==> src/rtl/vsd_pkg.sv <==
package vsd_pkg;

    localparam int REG_W  = 16;
    localparam int OFS_W  = 14;
    localparam int BUF_W  = 5;
    localparam int CHAN_W = 4;
    localparam int AM_W   = 6;

    typedef enum logic [1:0] {
        ACC_NONE,
        ACC_SINGLE,
        ACC_BLOCK
    } acc_e;

    localparam logic [OFS_W-1:0] OFS_TYPE    = 14'h0000;
    localparam logic [OFS_W-1:0] OFS_SCANCNT = 14'h0004;
    localparam logic [OFS_W-1:0] OFS_STATUS  = 14'h0006;
    localparam logic [OFS_W-1:0] OFS_RDBUF   = 14'h0022;
    localparam logic [OFS_W-1:0] OFS_PIPECAP = 14'h0024;
    localparam logic [OFS_W-1:0] OFS_BX      = 14'h0026;
    localparam logic [OFS_W-1:0] OFS_SCBUF   = 14'h0028;
    localparam logic [OFS_W-1:0] OFS_EVNUM   = 14'h002A;
    localparam logic [OFS_W-1:0] OFS_MONCH   = 14'h0040;
    localparam logic [OFS_W-1:0] OFS_MONCNT  = 14'h0042;

    typedef struct packed {
        logic [BUF_W-1:0]  rd_buf;
        logic [BUF_W-1:0]  scan_buf;
        logic [CHAN_W-1:0] mon_chan;
        logic [REG_W-1:0]  pipe_cap;
        logic [REG_W-1:0]  bx_num;
        logic [REG_W-1:0]  evt_num;
        logic [REG_W-1:0]  mon_cnt;
        logic              range_err;
        logic              underrun;
    } regs_t;

endpackage

==> src/rtl/vsd_am_decode.sv <==
module vsd_am_decode
    import vsd_pkg::*;
#(
    parameter int                          N_SINGLE   = 2,
    parameter int                          N_BLOCK    = 4,
    parameter logic [N_SINGLE*AM_W-1:0]    SINGLE_AMS = {6'h39, 6'h09},
    parameter logic [N_BLOCK*AM_W-1:0]     BLOCK_AMS  = {6'h38, 6'h3B, 6'h08, 6'h0B}
) (
    input  logic [AM_W-1:0] am,
    output acc_e            kind
);

    logic [N_SINGLE-1:0] hit_single;
    logic [N_BLOCK-1:0]  hit_block;

    generate
        for (genvar i = 0; i < N_SINGLE; i++) begin : g_single
            assign hit_single[i] = (am == SINGLE_AMS[i*AM_W +: AM_W]);
        end
        for (genvar j = 0; j < N_BLOCK; j++) begin : g_block
            assign hit_block[j] = (am == BLOCK_AMS[j*AM_W +: AM_W]);
        end
    endgenerate

    always_comb begin
        if (|hit_block) begin
            kind = ACC_BLOCK;
        end else if (|hit_single) begin
            kind = ACC_SINGLE;
        end else begin
            kind = ACC_NONE;
        end
    end

endmodule

==> src/rtl/vsd_regfile.sv <==
module vsd_regfile
    import vsd_pkg::*;
#(
    parameter int unsigned TYPE_CODE = 3,
    parameter int unsigned CHAN_MAX  = 9
) (
    input  logic              clk,
    input  logic              rst_n,
    input  logic              wr_en,
    input  logic [OFS_W-1:0]  ofs,
    input  logic [REG_W-1:0]  wdata,
    input  logic              underrun_set,
    input  logic [REG_W-1:0]  scan_bytes,
    input  logic [REG_W-3:0]  hw_status,
    output logic [REG_W-1:0]  rd_data
);

    localparam logic [REG_W-1:0] BUF_MAX  = REG_W'((1 << BUF_W) - 1);
    localparam logic [REG_W-1:0] CHAN_LIM = REG_W'(CHAN_MAX);
    localparam logic [REG_W-1:0] TYPE_VAL = REG_W'(TYPE_CODE);

    regs_t r_d, r_q;

    always_comb begin
        r_d = r_q;
        if (wr_en) begin
            unique case (ofs)
                OFS_RDBUF: begin
                    r_d.rd_buf = wdata[BUF_W-1:0];
                    if (wdata > BUF_MAX) r_d.range_err = 1'b1;
                end
                OFS_SCBUF: begin
                    r_d.scan_buf = wdata[BUF_W-1:0];
                    if (wdata > BUF_MAX) r_d.range_err = 1'b1;
                end
                OFS_MONCH: begin
                    r_d.mon_chan = wdata[CHAN_W-1:0];
                    if (wdata > CHAN_LIM) r_d.range_err = 1'b1;
                end
                OFS_PIPECAP: r_d.pipe_cap = wdata;
                OFS_BX:      r_d.bx_num   = wdata;
                OFS_EVNUM:   r_d.evt_num  = wdata;
                OFS_MONCNT:  r_d.mon_cnt  = wdata;
                default: ;
            endcase
        end
        if (underrun_set) r_d.underrun = 1'b1;
    end

    always_ff @(posedge clk) begin
        if (!rst_n) begin
            r_q <= '0;
        end else begin
            r_q <= r_d;
        end
    end

    always_comb begin
        unique case (ofs)
            OFS_TYPE:    rd_data = TYPE_VAL;
            OFS_SCANCNT: rd_data = scan_bytes;
            OFS_STATUS:  rd_data = {hw_status, r_q.underrun, r_q.range_err};
            OFS_RDBUF:   rd_data = REG_W'(r_q.rd_buf);
            OFS_SCBUF:   rd_data = REG_W'(r_q.scan_buf);
            OFS_MONCH:   rd_data = REG_W'(r_q.mon_chan);
            OFS_PIPECAP: rd_data = r_q.pipe_cap;
            OFS_BX:      rd_data = r_q.bx_num;
            OFS_EVNUM:   rd_data = r_q.evt_num;
            OFS_MONCNT:  rd_data = r_q.mon_cnt;
            default:     rd_data = '0;
        endcase
    end


    range_sticky_chk: assert property (@(posedge clk) disable iff (!rst_n)
        r_q.range_err |=> r_q.range_err);


    underrun_sticky_chk: assert property (@(posedge clk) disable iff (!rst_n)
        r_q.underrun |=> r_q.underrun);


    buf_range_flag_chk: assert property (@(posedge clk) disable iff (!rst_n)
        wr_en && (ofs == OFS_RDBUF || ofs == OFS_SCBUF) && wdata > BUF_MAX
        |=> r_q.range_err);


    chan_range_flag_chk: assert property (@(posedge clk) disable iff (!rst_n)
        wr_en && ofs == OFS_MONCH && wdata > CHAN_LIM |=> r_q.range_err);


    rdbuf_store_chk: assert property (@(posedge clk) disable iff (!rst_n)
        wr_en && ofs == OFS_RDBUF |=> r_q.rd_buf == $past(wdata[BUF_W-1:0]));

endmodule

==> src/rtl/vsd_slave_decoder.sv <==
module vsd_slave_decoder
    import vsd_pkg::*;
#(
    parameter int          ADDR_W    = 32,
    parameter int          FIFO_W    = 32,
    parameter int unsigned TYPE_CODE = 3,
    parameter int unsigned CHAN_MAX  = 9
) (
    input  logic              clk,
    input  logic              rst_n,
    input  logic              req,
    input  logic [AM_W-1:0]   am,
    input  logic [ADDR_W-1:0] addr,
    input  logic              wr,
    input  logic [REG_W-1:0]  wdata,
    output logic              ack,
    output logic [FIFO_W-1:0] rdata,
    output logic              fifo_rd,
    input  logic [FIFO_W-1:0] fifo_data,
    input  logic              fifo_empty,
    input  logic [REG_W-1:0]  scan_bytes,
    input  logic [REG_W-3:0]  hw_status
);

    typedef struct packed {
        logic              ack;
        logic [FIFO_W-1:0] rdata;
    } out_t;

    out_t o_d, o_q;

    acc_e             kind;
    logic             in_win;
    logic             single_hit;
    logic             block_hit;
    logic             reg_wr;
    logic             underrun_set;
    logic [OFS_W-1:0] word_ofs;
    logic [REG_W-1:0] reg_rd;

    vsd_am_decode u_am (
        .am   (am),
        .kind (kind)
    );

    assign in_win   = (addr[ADDR_W-1:OFS_W] == '0);
    assign word_ofs = addr[OFS_W-1:0] & ~OFS_W'(1);

    vsd_regfile #(
        .TYPE_CODE (TYPE_CODE),
        .CHAN_MAX  (CHAN_MAX)
    ) u_regs (
        .clk          (clk),
        .rst_n        (rst_n),
        .wr_en        (reg_wr),
        .ofs          (word_ofs),
        .wdata        (wdata),
        .underrun_set (underrun_set),
        .scan_bytes   (scan_bytes),
        .hw_status    (hw_status),
        .rd_data      (reg_rd)
    );

    always_comb begin
        single_hit   = req && (kind == ACC_SINGLE) && in_win;
        block_hit    = req && (kind == ACC_BLOCK);
        reg_wr       = single_hit && wr;
        fifo_rd      = block_hit && !wr && !fifo_empty;
        underrun_set = block_hit && !wr && fifo_empty;

        o_d       = '0;
        o_d.ack   = single_hit || block_hit;
        if (single_hit && !wr) begin
            o_d.rdata = FIFO_W'(reg_rd);
        end else if (fifo_rd) begin
            o_d.rdata = fifo_data;
        end
    end

    always_ff @(posedge clk) begin
        if (!rst_n) begin
            o_q <= '0;
        end else begin
            o_q <= o_d;
        end
    end

    assign ack   = o_q.ack;
    assign rdata = o_q.rdata;


    am_reject_chk: assert property (@(posedge clk) disable iff (!rst_n)
        req && !(am inside {6'h09, 6'h39, 6'h0B, 6'h08, 6'h3B, 6'h38}) |=> !ack);


    am_no_pop_chk: assert property (@(posedge clk) disable iff (!rst_n)
        fifo_rd |-> am inside {6'h0B, 6'h08, 6'h3B, 6'h38});


    window_chk: assert property (@(posedge clk) disable iff (!rst_n)
        req && (am == 6'h09 || am == 6'h39) && (addr >> OFS_W) != '0 |=> !ack);


    ack_origin_chk: assert property (@(posedge clk) disable iff (!rst_n)
        $rose(ack) |-> $past(req));


    pop_cond_chk: assert property (@(posedge clk) disable iff (!rst_n)
        fifo_rd |-> req && !wr && !fifo_empty);


    block_ack_chk: assert property (@(posedge clk) disable iff (!rst_n)
        req && (am inside {6'h0B, 6'h08, 6'h3B, 6'h38}) |=> ack);


    empty_zero_chk: assert property (@(posedge clk) disable iff (!rst_n)
        req && !wr && fifo_empty && (am inside {6'h0B, 6'h08, 6'h3B, 6'h38})
        |=> ack && rdata == '0);

endmodule

==> config.mk <==
export PLATFORM = sky130hd
export DESIGN_NAME = vsd_slave_decoder
export DESIGN_NICKNAME = d
export VERILOG_FILES = /design/src/rtl/vsd_pkg.sv /design/src/rtl/vsd_am_decode.sv /design/src/rtl/vsd_regfile.sv /design/src/rtl/vsd_slave_decoder.sv
export SDC_FILE = /design/constraint.sdc
export NUM_CORES = 1
export LEC_CHECK = 0
export ABC_CLOCK_PERIOD_IN_PS = 5900
export CORE_MARGIN = 3
export CORE_UTILIZATION = 50
export DETAILED_ROUTE_END_ITERATION = 16
export DONT_BUFFER_PORTS = 1
export GPL_TIMING_DRIVEN = 0
export PLACE_DENSITY_LB_ADDON = 0.1
export SYNTH_ARGS = -nofsm -noshare
export SYNTH_HDL_FRONTEND = slang
export SYNTH_SLANG_ARGS = --single-unit
==> constraint.sdc <==
create_clock -name clk -period 5.9 [get_ports clk]
set_input_delay 0.59 -clock clk [delete_from_list [all_inputs] [get_ports clk]]
set_output_delay 0.59 -clock clk [all_outputs]
set_load 0.01 [all_outputs]
==> flow_summary.ini, run 1 <==
[run_status]
status = completed

[cells_and_area]
area_growth_pct = 15.8
diodes = 0
post_route_cells_drive_above_1_share = 0.107
regArea_um2 = 2260
nets = 727
finalInstanceArea_um2 = 5870
multi_input_area_um2 = 2600
filler_cell_count = 916

[clock_tree]
cts-root-buf = sky130_fd_sc_hd__clkbuf_8
ctsResizeCount = 0
ctsHtreeMaxLevel = 4
tritoncts = done
clk_transition_reported_paths_ns = 0.06
cts_inserted_buffers = 17
cts-root-to-sink-buffers = 2
clock_latency_on_the_worst_skew_pair_ns = 0.51
postCtsSetupBuffers = 0
clkSinkCount = 113
post_cts_hold_buffer_count = 0

[sta]
timing_worst_slew_pin_value_ns = 1.29
peak_clock_frequency_supported_by_timing_mhz = 302
timing_max_transition_violations_final = 0
whs_ns = 0.191
unrepaired_setup_endpoints_after_global_routing = false
max_slew_margin = 0.126
postLayoutSetupSlackWorst_ns = 2.59
report.final.hold_viol_count = 0
setup-tns-final_ns = 0
finalSetupViolCount = 0
timing.final.crit_period_ns = 3.31
worst_clock_skew_ns = 0.00559
period_share = 0.562

[setup_path]
timing.critical_path.max_delay_family = simple AND/OR/NAND/NOR gates
timing_worst_setup_path_type = input port to flop
slowest_stage_cell_cp = sky130_fd_sc_hd__nor4_1
worst_setup_path_start_kind = input port
cp_capture_type = flop
cp_slowest_stage_delay_ns = 1.00
cp_data_required_time_ns = 6.36
worst_ep_arrival_time_ns = 3.77
worst_path_most_repeated_cell = sky130_fd_sc_hd__clkbuf_1
critPathBufInv = 3
cp_cell_sequence = or4_1 -> clkbuf_1 -> nor4_1 -> and3_1 -> clkbuf_1 -> clkbuf_1 -> a22oi_1 -> nand3_1 -> a22o_1
worstPathMaxFanout = 10

[floorplanning]
rows = 36
fp.dieW_um = 107
fp.coreArea_um2 = 9820
initial_core_util = 0.517
die_ht_um = 107
io_pins = 155
dieArea_um2 = 11400

[routing]
detailedRoute.firstIterationViolations = 375
routed_wire_length_per_instance_um = 20.9
met2RoutedLength_um = 7340
route.vias.total = 4556
firstDrtPassIters = 8
finalWirelength_um = 15700
route.detailed.drc = 0
met3_wl_um = 1420
ant_nets = 0
top_signal_layer_used = met4
routedLengthMet1_um = 6730
vias_per_cell = 6.06

[synthesis]
synth_sequential_area_ratio = 0.446
netlist_area_um2 = 5070
synth-seq-cells = 113
synth-main-ff-cell = sky130_fd_sc_hd__dfxtp_1
syn_avg_cell_area_um2 = 8.64
number_of_flops_mapped_to_enable_cells_by_yosys = 0
yosys.area.top_type_share = 0.446
synthTopCellsByArea = sky130_fd_sc_hd__dfxtp_1 45%, sky130_fd_sc_hd__nand2_1 9.8%, sky130_fd_sc_hd__a21oi_1 6.2%, sky130_fd_sc_hd__mux4_2 5.8%, sky130_fd_sc_hd__mux2i_1 4.9%
synth_async_sr_flop_share = 0
count_of_warnings_emitted_by_yosys = 0
synth_cell_type_count = 53
synthCells = 587
synthesis.nets = 708
synth_largest_area_cell = sky130_fd_sc_hd__dfxtp_1

[place]
gp_congestion = 0.916
buffer_ports.inserted = 0
placement.setup.worst_slack_ns = 2.13
dpl-instance-area_um2 = 5240
post-dp-hpwl_um = 11700

[global_route]
grt_max_degree = 17
grt_antenna_before_repair = 0
grt_overflow = 0
grt_pass1_vias = 4344
first_pass_grt_wire_length_um = 24200
grtUsageTotal = 0.279

[pwr]
power.density_cell_area_nw_per_um2 = 328
power.static_leakage_nw = 2.06
ir_drop_uv = 303

[min_path]
min_path_type = input port to flop

[run]
maxCapViolations = 0
-- routing by layer --
layer	GRT usage	vias to the layer above
li1	-	2136
met4	0.0648	0
met5	0	-
met1	0.380	2167
met2	0.439	235
met3	0.0825	18
-- final timing paths --
kind	start	to	slack (ns)	depth (start not counted)
setup / recovery	addr[10]	rdata[1]$_SDFF_PN0_	2.59	9
hold / removal	fifo_data[6]	rdata[6]$_SDFF_PN0_	0.19	1
setup reg to reg	u_regs.r_q[0]$_SDFFE_PN0P_	rdata[1]$_SDFF_PN0_	4.27	5
hold reg to reg	u_regs.r_q[18]$_SDFFE_PN0P_	u_regs.r_q[18]$_SDFFE_PN0P_	0.45	2
-- cells by family after synthesis --
logic type,count (synthesis),synth area share
simple gates,265,0.255
flops,113,0.446
buf+inv,50,0.0412
compound gates,117,0.143
mux,40,0.111
xor+xnor,2,0.00345
-- worst reg2reg max path, cell delays in order (launching register included) --
cell	delay [ns]
sky130_fd_sc_hd__dfxtp_1	0.35
sky130_fd_sc_hd__mux4_2	0.46
sky130_fd_sc_hd__a22oi_1	0.26
sky130_fd_sc_hd__or3_1	0.16
sky130_fd_sc_hd__nand3_1	0.09
sky130_fd_sc_hd__a22o_1	0.21
-- per-stage QoR --
| step | util | power, mW | instances |
|---|---|---|---|
| 4_1_cts | 0.598 | 1.94 | 752 |
| 3_3_place_gp | 0.534 | 0.846 | 720 |
| 2_1_floorplan | - | 0.828 | 587 |
| 6_report | 0.598 | 1.93 | 752 |
| 3_5_place_dp | 0.534 | 0.846 | 720 |
| 5_1_grt | 0.598 | 1.98 | 752 |
-- registers in the layout, summed over array words and instances, names as in the netlist --
register and flops:
u_regs.r_q 80, rdata 32, ack 1
-- layout by cell type, fill, tap and decap left out, types with 3 or more instances in the layout --
| cell | count |
|---|---|
| sky130_fd_sc_hd__nand2_1 | 132 |
| sky130_fd_sc_hd__dfxtp_1 | 113 |
| sky130_fd_sc_hd__a21oi_1 | 63 |
| sky130_fd_sc_hd__clkbuf_1 | 35 |
| sky130_fd_sc_hd__nor2_1 | 33 |
| sky130_fd_sc_hd__mux2i_1 | 25 |
| sky130_fd_sc_hd__and3_1 | 18 |
| sky130_fd_sc_hd__clkbuf_16 | 16 |
| sky130_fd_sc_hd__a22o_1 | 15 |
| sky130_fd_sc_hd__mux4_2 | 13 |
| sky130_fd_sc_hd__o21ai_0 | 13 |
| sky130_fd_sc_hd__nand3_1 | 12 |
| sky130_fd_sc_hd__nor2b_1 | 11 |
| sky130_fd_sc_hd__nor3_1 | 10 |
| sky130_fd_sc_hd__nor4_1 | 9 |
| sky130_fd_sc_hd__or4_1 | 5 |
| sky130_fd_sc_hd__inv_1 | 5 |
| sky130_fd_sc_hd__a22oi_1 | 5 |
| sky130_fd_sc_hd__clkinv_4 | 5 |
| sky130_fd_sc_hd__a21o_1 | 4 |
| sky130_fd_sc_hd__nand4_1 | 4 |
| sky130_fd_sc_hd__a221oi_1 | 4 |
| sky130_fd_sc_hd__inv_6 | 4 |
| sky130_fd_sc_hd__bufinv_16 | 4 |
| sky130_fd_sc_hd__nand3b_1 | 3 |
| sky130_fd_sc_hd__and2_1 | 3 |
| sky130_fd_sc_hd__or2_2 | 3 |
| sky130_fd_sc_hd__nor4b_1 | 3 |
| sky130_fd_sc_hd__or3_1 | 3 |
| sky130_fd_sc_hd__a221o_1 | 3 |
| sky130_fd_sc_hd__buf_2 | 3 |
-- layout make-up --
class                      instances  area share
multi-input combinational        424       0.443
clock buffer                      17      0.0705
buffer                            44      0.0317
tap                              133      0.0283
clock inverter                    15      0.0377
sequential                       113       0.385
inverter                           6     0.00383
-- power by group --
| part | switching (mW) | internal [mW] | total [mW] |
|---|---|---|---|
| Clock | 0.398 | 0.700 | 1.10 |
| Combinational | 0.0423 | 0.0241 | 0.0664 |
| Sequential | 0.000610 | 0.764 | 0.764 |
-- Yosys cell counts (all sizes together), types with 4 or more instances --
cell / n
nand2: 132
dfxtp: 113
a21oi: 63
clkbuf: 37
nor2: 33
mux2i: 25
and3: 18
a22o: 15
mux4: 13
o21ai: 13
nand3: 12
nor2b: 11
nor4: 11
nor3: 10
buf: 7
or4: 7
inv: 6
a22oi: 5
and2: 5
a21o: 4
a221oi: 4
nand4: 4
Note: power is estimated with default switching activity, not from simulation.
==> inputs of run 2 (changes only) <==
--- a/config.mk
+++ b/config.mk
@@ -5,7 +5,7 @@
 export SDC_FILE = /design/constraint.sdc
 export NUM_CORES = 1
 export LEC_CHECK = 0
-export ABC_CLOCK_PERIOD_IN_PS = 5900
+export ABC_CLOCK_PERIOD_IN_PS = 3300
 export CORE_MARGIN = 3
 export CORE_UTILIZATION = 50
 export DETAILED_ROUTE_END_ITERATION = 16
==> constraint.sdc (replaced) <==
create_clock -name clk -period 3.3 [get_ports clk]
set_input_delay 0.33 -clock clk [delete_from_list [all_inputs] [get_ports clk]]
set_output_delay 0.33 -clock clk [all_outputs]
set_load 0.01 [all_outputs]
==> flow_summary.ini, run 2 (synthesis results as in run 1) <==
[run_status]
status = completed

[clock_tree]
cts-root-to-sink-buffers = 2
ctsResizeCount = 0
cts-root-buf = sky130_fd_sc_hd__clkbuf_8
clkSinkCount = 113
cts_inserted_buffers = 17
ctsHtreeMaxLevel = 4
post_cts_hold_buffer_count = 45
postCtsSetupBuffers = 0
tritoncts = done
clock_latency_on_the_worst_skew_pair_ns = 0.52
clk_transition_reported_paths_ns = 0.06

[floorplanning]
io_pins = 155
initial_core_util = 0.517
rows = 36
fp.coreArea_um2 = 9820
dieArea_um2 = 11400
fp.dieW_um = 107
die_ht_um = 107

[sta]
finalSetupViolCount = 0
postLayoutSetupSlackWorst_ns = 0.282
timing_worst_slew_pin_value_ns = 1.34
setup-tns-final_ns = 0
worst_clock_skew_ns = 0.00677
peak_clock_frequency_supported_by_timing_mhz = 331
period_share = 0.915
timing.final.crit_period_ns = 3.02
report.final.hold_viol_count = 0
whs_ns = 0.0806
unrepaired_setup_endpoints_after_global_routing = false
timing_max_transition_violations_final = 0
max_slew_margin = 0.0934

[cells_and_area]
reg_with_most_ffs = u_regs.r_q
nets = 773
diodes = 0
area_growth_pct = 24.9
filler_cell_count = 858
post_route_cells_drive_above_1_share = 0.0992
regArea_um2 = 2260
most_common_cell_after_layout_fill_and_taps_aside = sky130_fd_sc_hd__nand2_1
finalInstanceArea_um2 = 6330
most-common-layout-cells = 132 x sky130_fd_sc_hd__nand2_1, 113 x sky130_fd_sc_hd__dfxtp_1, 63 x sky130_fd_sc_hd__a21oi_1, 46 x sky130_fd_sc_hd__dlygate4sd3_1, 35 x sky130_fd_sc_hd__clkbuf_1
utilization = 0.645
multi_input_area_um2 = 2600
largest_reg_flops = 80

[pwr]
power.combinational.fraction = 0.051
seqPwrFrac = 0.389
power_switching_mw = 0.819
power.static_leakage_nw = 2.25
clock_share_of_power = 0.560
power.density_cell_area_nw_per_um2 = 555
ir_drop_uv = 544
switching_share = 0.233
power_report.internal_total_mw = 2.70

[setup_path]
timing.critical_path.max_delay_family = simple AND/OR/NAND/NOR gates
cp_data_required_time_ns = 3.76
cp_capture_type = flop
worst_setup_path_startpoint = addr[10]
critPathBufInv = 3
slowest_stage_cell_cp = sky130_fd_sc_hd__nor4_1
worstPathMaxFanout = 10
timing_worst_setup_path_type = input port to flop
worst_path_most_repeated_cell = sky130_fd_sc_hd__clkbuf_1
cp_cell_sequence = or4_1 -> clkbuf_1 -> nor4_1 -> and3_1 -> clkbuf_1 -> clkbuf_1 -> a22oi_1 -> nand3_1 -> a22o_1
reg2reg_slack_ns = 1.63
r2r_start = u_regs.r_q[0]$_SDFFE_PN0P_
cp_slowest_stage_delay_ns = 0.95
worst_ep_arrival_time_ns = 3.48
worst_setup_path_start_kind = input port

[global_route]
grt_pass1_vias = 4576
grtUsageTotal = 0.296
grt_antenna_before_repair = 0
grt_overflow = 0
first_pass_grt_wire_length_um = 25700
grt_max_degree = 17

[place]
post-dp-hpwl_um = 11700
buffer_ports.inserted = 0
placement.setup.worst_slack_ns = -0.206
dpl-instance-area_um2 = 5240
gp_congestion = 0.916

[run]
maxCapViolations = 0

[routing]
firstDrtPassIters = 5
finalWirelength_um = 16900
route.vias.total = 4802
detailedRoute.firstIterationViolations = 445
ant_nets = 0
vias_per_cell = 6.02
route.detailed.drc = 0
routed_wire_length_per_instance_um = 21.2

[min_path]
min_path_type = input port to flop
min-delay-start = wdata[15]
## run 2: final timing paths
path	end	cells past startpoint
worst max-delay path	rdata[1]$_SDFF_PN0_	9
worst min register to register	u_regs.r_q[18]$_SDFFE_PN0P_	2
worst max register to register	rdata[1]$_SDFF_PN0_	5
worst min-delay path	u_regs.r_q[1]$_SDFFE_PN0P_	3
## run 2: final cells by class
cell class / count / share of cell area
Clock buffer: 17 / 0.0654
Multi-Input combinational cell: 424 / 0.411
Buffer: 44 / 0.0294
Inverter: 6 / 0.00356
Sequential cell: 113 / 0.357
Tap cell: 133 / 0.0263
Clock inverter: 15 / 0.0350
Timing Repair Buffer: 46 / 0.0727
## run 2: per-stage QoR
stage | total power, mW | std cells
final | 3.52 | 798
after global routing | 3.60 | 798
after CTS | 3.52 | 797
after detailed placement | 1.51 | 720
after global placement | 1.51 | 720
after floorplan | 1.48 | 587
## run 2: routing by layer
| layer | vias up | wire length, µm | global-route usage |
|---|---|---|---|
| met5 | - | 0 | 0 |
| met4 | 0 | 235 | 0.0658 |
| met3 | 21 | 1650 | 0.0903 |
| met2 | 261 | 7940 | 0.470 |
| met1 | 2303 | 7110 | 0.400 |
| li1 | 2217 | - | - |
## run 2: power by group through the flow
stage	clock (mW)	combinational [mW]	sequential [mW]
4_1_cts	1.98	0.174	1.37
3_5_place_dp	0	0.117	1.40
5_1_grt	2.05	0.189	1.37
3_3_place_gp	0	0.116	1.40
6_report	1.97	0.180	1.37
2_1_floorplan	0	0.0841	1.40
## run 2: worst min-delay path, cell delays in order
cell and delay [ns]:
sky130_fd_sc_hd__nor4_1 0.05, sky130_fd_sc_hd__o21ai_0 0.07, sky130_fd_sc_hd__a22o_1 0.11
==> inputs of run 3 (changes only) <==
--- a/config.mk
+++ b/config.mk
@@ -11,7 +11,7 @@
 export DETAILED_ROUTE_END_ITERATION = 16
 export DONT_BUFFER_PORTS = 1
 export GPL_TIMING_DRIVEN = 0
-export PLACE_DENSITY_LB_ADDON = 0.1
+export PLACE_DENSITY = 0.73
 export SYNTH_ARGS = -nofsm -noshare
 export SYNTH_HDL_FRONTEND = slang
 export SYNTH_SLANG_ARGS = --single-unit
==> flow_summary.ini, run 3 (synthesis results as in run 1) <==
[sta]
finalSetupViolCount = 0
peak_clock_frequency_supported_by_timing_mhz = 329
report.final.hold_viol_count = 0
worst_clock_skew_ns = 0.00865
postLayoutSetupSlackWorst_ns = 0.261
max_slew_margin = 0.170
timing_max_transition_violations_final = 0
unrepaired_setup_endpoints_after_global_routing = false
timing_worst_slew_pin_value_ns = 1.23
timing.final.crit_period_ns = 3.04
period_share = 0.921
whs_ns = 0.0276

[routing]
route.detailed.drc = 0
route.vias.total = 4881
detailedRoute.firstIterationViolations = 521
vias_per_cell = 6.12
routed_wire_length_per_instance_um = 22.0
firstDrtPassIters = 5
ant_nets = 0
finalWirelength_um = 17600

[place]
placement.setup.worst_slack_ns = -0.185
post-dp-hpwl_um = 12000
gp_congestion = 0.975
buffer_ports.inserted = 0

[cells_and_area]
filler_cell_count = 802
post_route_cells_drive_above_1_share = 0.0992
reg_with_most_ffs = u_regs.r_q
area_growth_pct = 23.8
diodes = 0
largest_reg_flops = 80
most_common_cell_after_layout_fill_and_taps_aside = sky130_fd_sc_hd__nand2_1
nets = 773
regArea_um2 = 2260
multi_input_area_um2 = 2600
most-common-layout-cells = 132 x sky130_fd_sc_hd__nand2_1, 113 x sky130_fd_sc_hd__dfxtp_1, 63 x sky130_fd_sc_hd__a21oi_1, 46 x sky130_fd_sc_hd__dlygate4sd3_1, 35 x sky130_fd_sc_hd__clkbuf_1

[setup_path]
worst_setup_path_start_kind = input port
cp_data_required_time_ns = 3.76
timing_worst_setup_path_type = input port to flop
cp_capture_type = flop
reg2reg_slack_ns = 1.64
worst_ep_arrival_time_ns = 3.50
worstPathMaxFanout = 10
worstRegToRegCells = 5

[clock_tree]
ctsHtreeMaxLevel = 4
clock_latency_on_the_worst_skew_pair_ns = 0.52
tritoncts = done
clk_transition_reported_paths_ns = 0.06
cts-root-to-sink-buffers = 2
clkSinkCount = 113
ctsResizeCount = 0
cts-root-buf = sky130_fd_sc_hd__clkbuf_8
cts_inserted_buffers = 17

[min_path]
min_path_type = input port to flop
timing.hold.worst_path_depth = 2

[global_route]
grt_antenna_before_repair = 0
grt_overflow = 0
grt_pass1_vias = 4760
grt_max_degree = 17
grtUsageTotal = 0.306
first_pass_grt_wire_length_um = 26800

[floorplanning]
dieArea_um2 = 11400
die_ht_um = 107
rows = 36
fp.coreArea_um2 = 9820
fp.dieW_um = 107
io_pins = 155
initial_core_util = 0.517

[pwr]
power.density_cell_area_nw_per_um2 = 534
clock_share_of_power = 0.540
seqPwrFrac = 0.407
ir_drop_uv = 273
power.combinational.fraction = 0.053
power_switching_mw = 0.874
power_report.internal_total_mw = 2.48
switching_share = 0.260
power.static_leakage_nw = 2.22

[run]
maxCapViolations = 0

[run_status]
status = completed
[run 3: cell count changes in the layout (fill, tap and decap cells not counted)]
cell	previous run	this run
sky130_fd_sc_hd__inv_8	2	3
sky130_fd_sc_hd__inv_6	4	7
sky130_fd_sc_hd__clkinvlp_4	0	2
sky130_fd_sc_hd__clkinv_4	5	1
sky130_fd_sc_hd__clkinv_8	0	1
sky130_fd_sc_hd__bufinv_16	4	1
[run 3: timing repair]
action	4_1_cts	5_1_grt
buffers inserted	0	0
hold endpoints to repair	89	0
hold buffers	46	0
endpoints found under the setup margin	0	0
[run 3: power groups by stage]
stage	sequential [mW]	combinational, mW	clock, mW
2_1_floorplan	1.40	0.0841	0
4_1_cts	1.37	0.172	1.81
3_5_place_dp	1.40	0.115	0
5_1_grt	1.37	0.187	1.86
6_report	1.37	0.177	1.81
3_3_place_gp	1.40	0.114	0
[run 3: cell type report]
| class | instances | share of cell area |
|---|---|---|
| multi-input cells | 424 | 0.414 |
| plain buffers | 44 | 0.0297 |
| repair buffers | 46 | 0.0733 |
| flip-flops and latches | 113 | 0.360 |
| inverters | 6 | 0.00359 |
| clock inverters | 15 | 0.0263 |
| clock buffers | 17 | 0.0660 |
| well taps | 133 | 0.0265 |
[run 3: final timing paths]
kind,from,to
setup / recovery,addr[10],rdata[12]$_SDFF_PN0_
setup reg to reg,u_regs.r_q[53]$_SDFFE_PN0P_,rdata[3]$_SDFF_PN0_
hold reg to reg,u_regs.r_q[39]$_SDFFE_PN0P_,u_regs.r_q[39]$_SDFFE_PN0P_
hold / removal,wdata[15],u_regs.r_q[65]$_SDFFE_PN0P_
[run 3: critical path, stage by stage]
cell	delay, ns
sky130_fd_sc_hd__or4_1	0.57
sky130_fd_sc_hd__clkbuf_1	0.24
sky130_fd_sc_hd__nor4_1	0.86
sky130_fd_sc_hd__and3_1	0.28
sky130_fd_sc_hd__clkbuf_1	0.27
sky130_fd_sc_hd__clkbuf_1	0.44
sky130_fd_sc_hd__a221oi_1	0.22
sky130_fd_sc_hd__nand2_1	0.14
sky130_fd_sc_hd__a22o_1	0.15
[run 3: metal layers]
layer	global-route usage	up-vias	share of wire
li1	-	2225	-
met3	0.0867	50	0.096
met1	0.373	2310	0.39
met5	0	-	0
met4	0.0932	0	0.025
met2	0.526	296	0.49
[run 3: metrics by stage]
stage | power, mW | area, µm² | TNS (ns) | cells | util
finish | 3.36 | 6280 | 0 | 798 | 0.639
detailed placement | 1.51 | 5240 | -1.54 | 720 | 0.534
floorplan | 1.48 | 5070 | 0 | 587 | -
global placement | 1.51 | 5240 | -1.30 | 720 | 0.534
CTS | 3.35 | 6280 | 0 | 798 | 0.639
global route | 3.42 | 6280 | 0 | 798 | 0.639
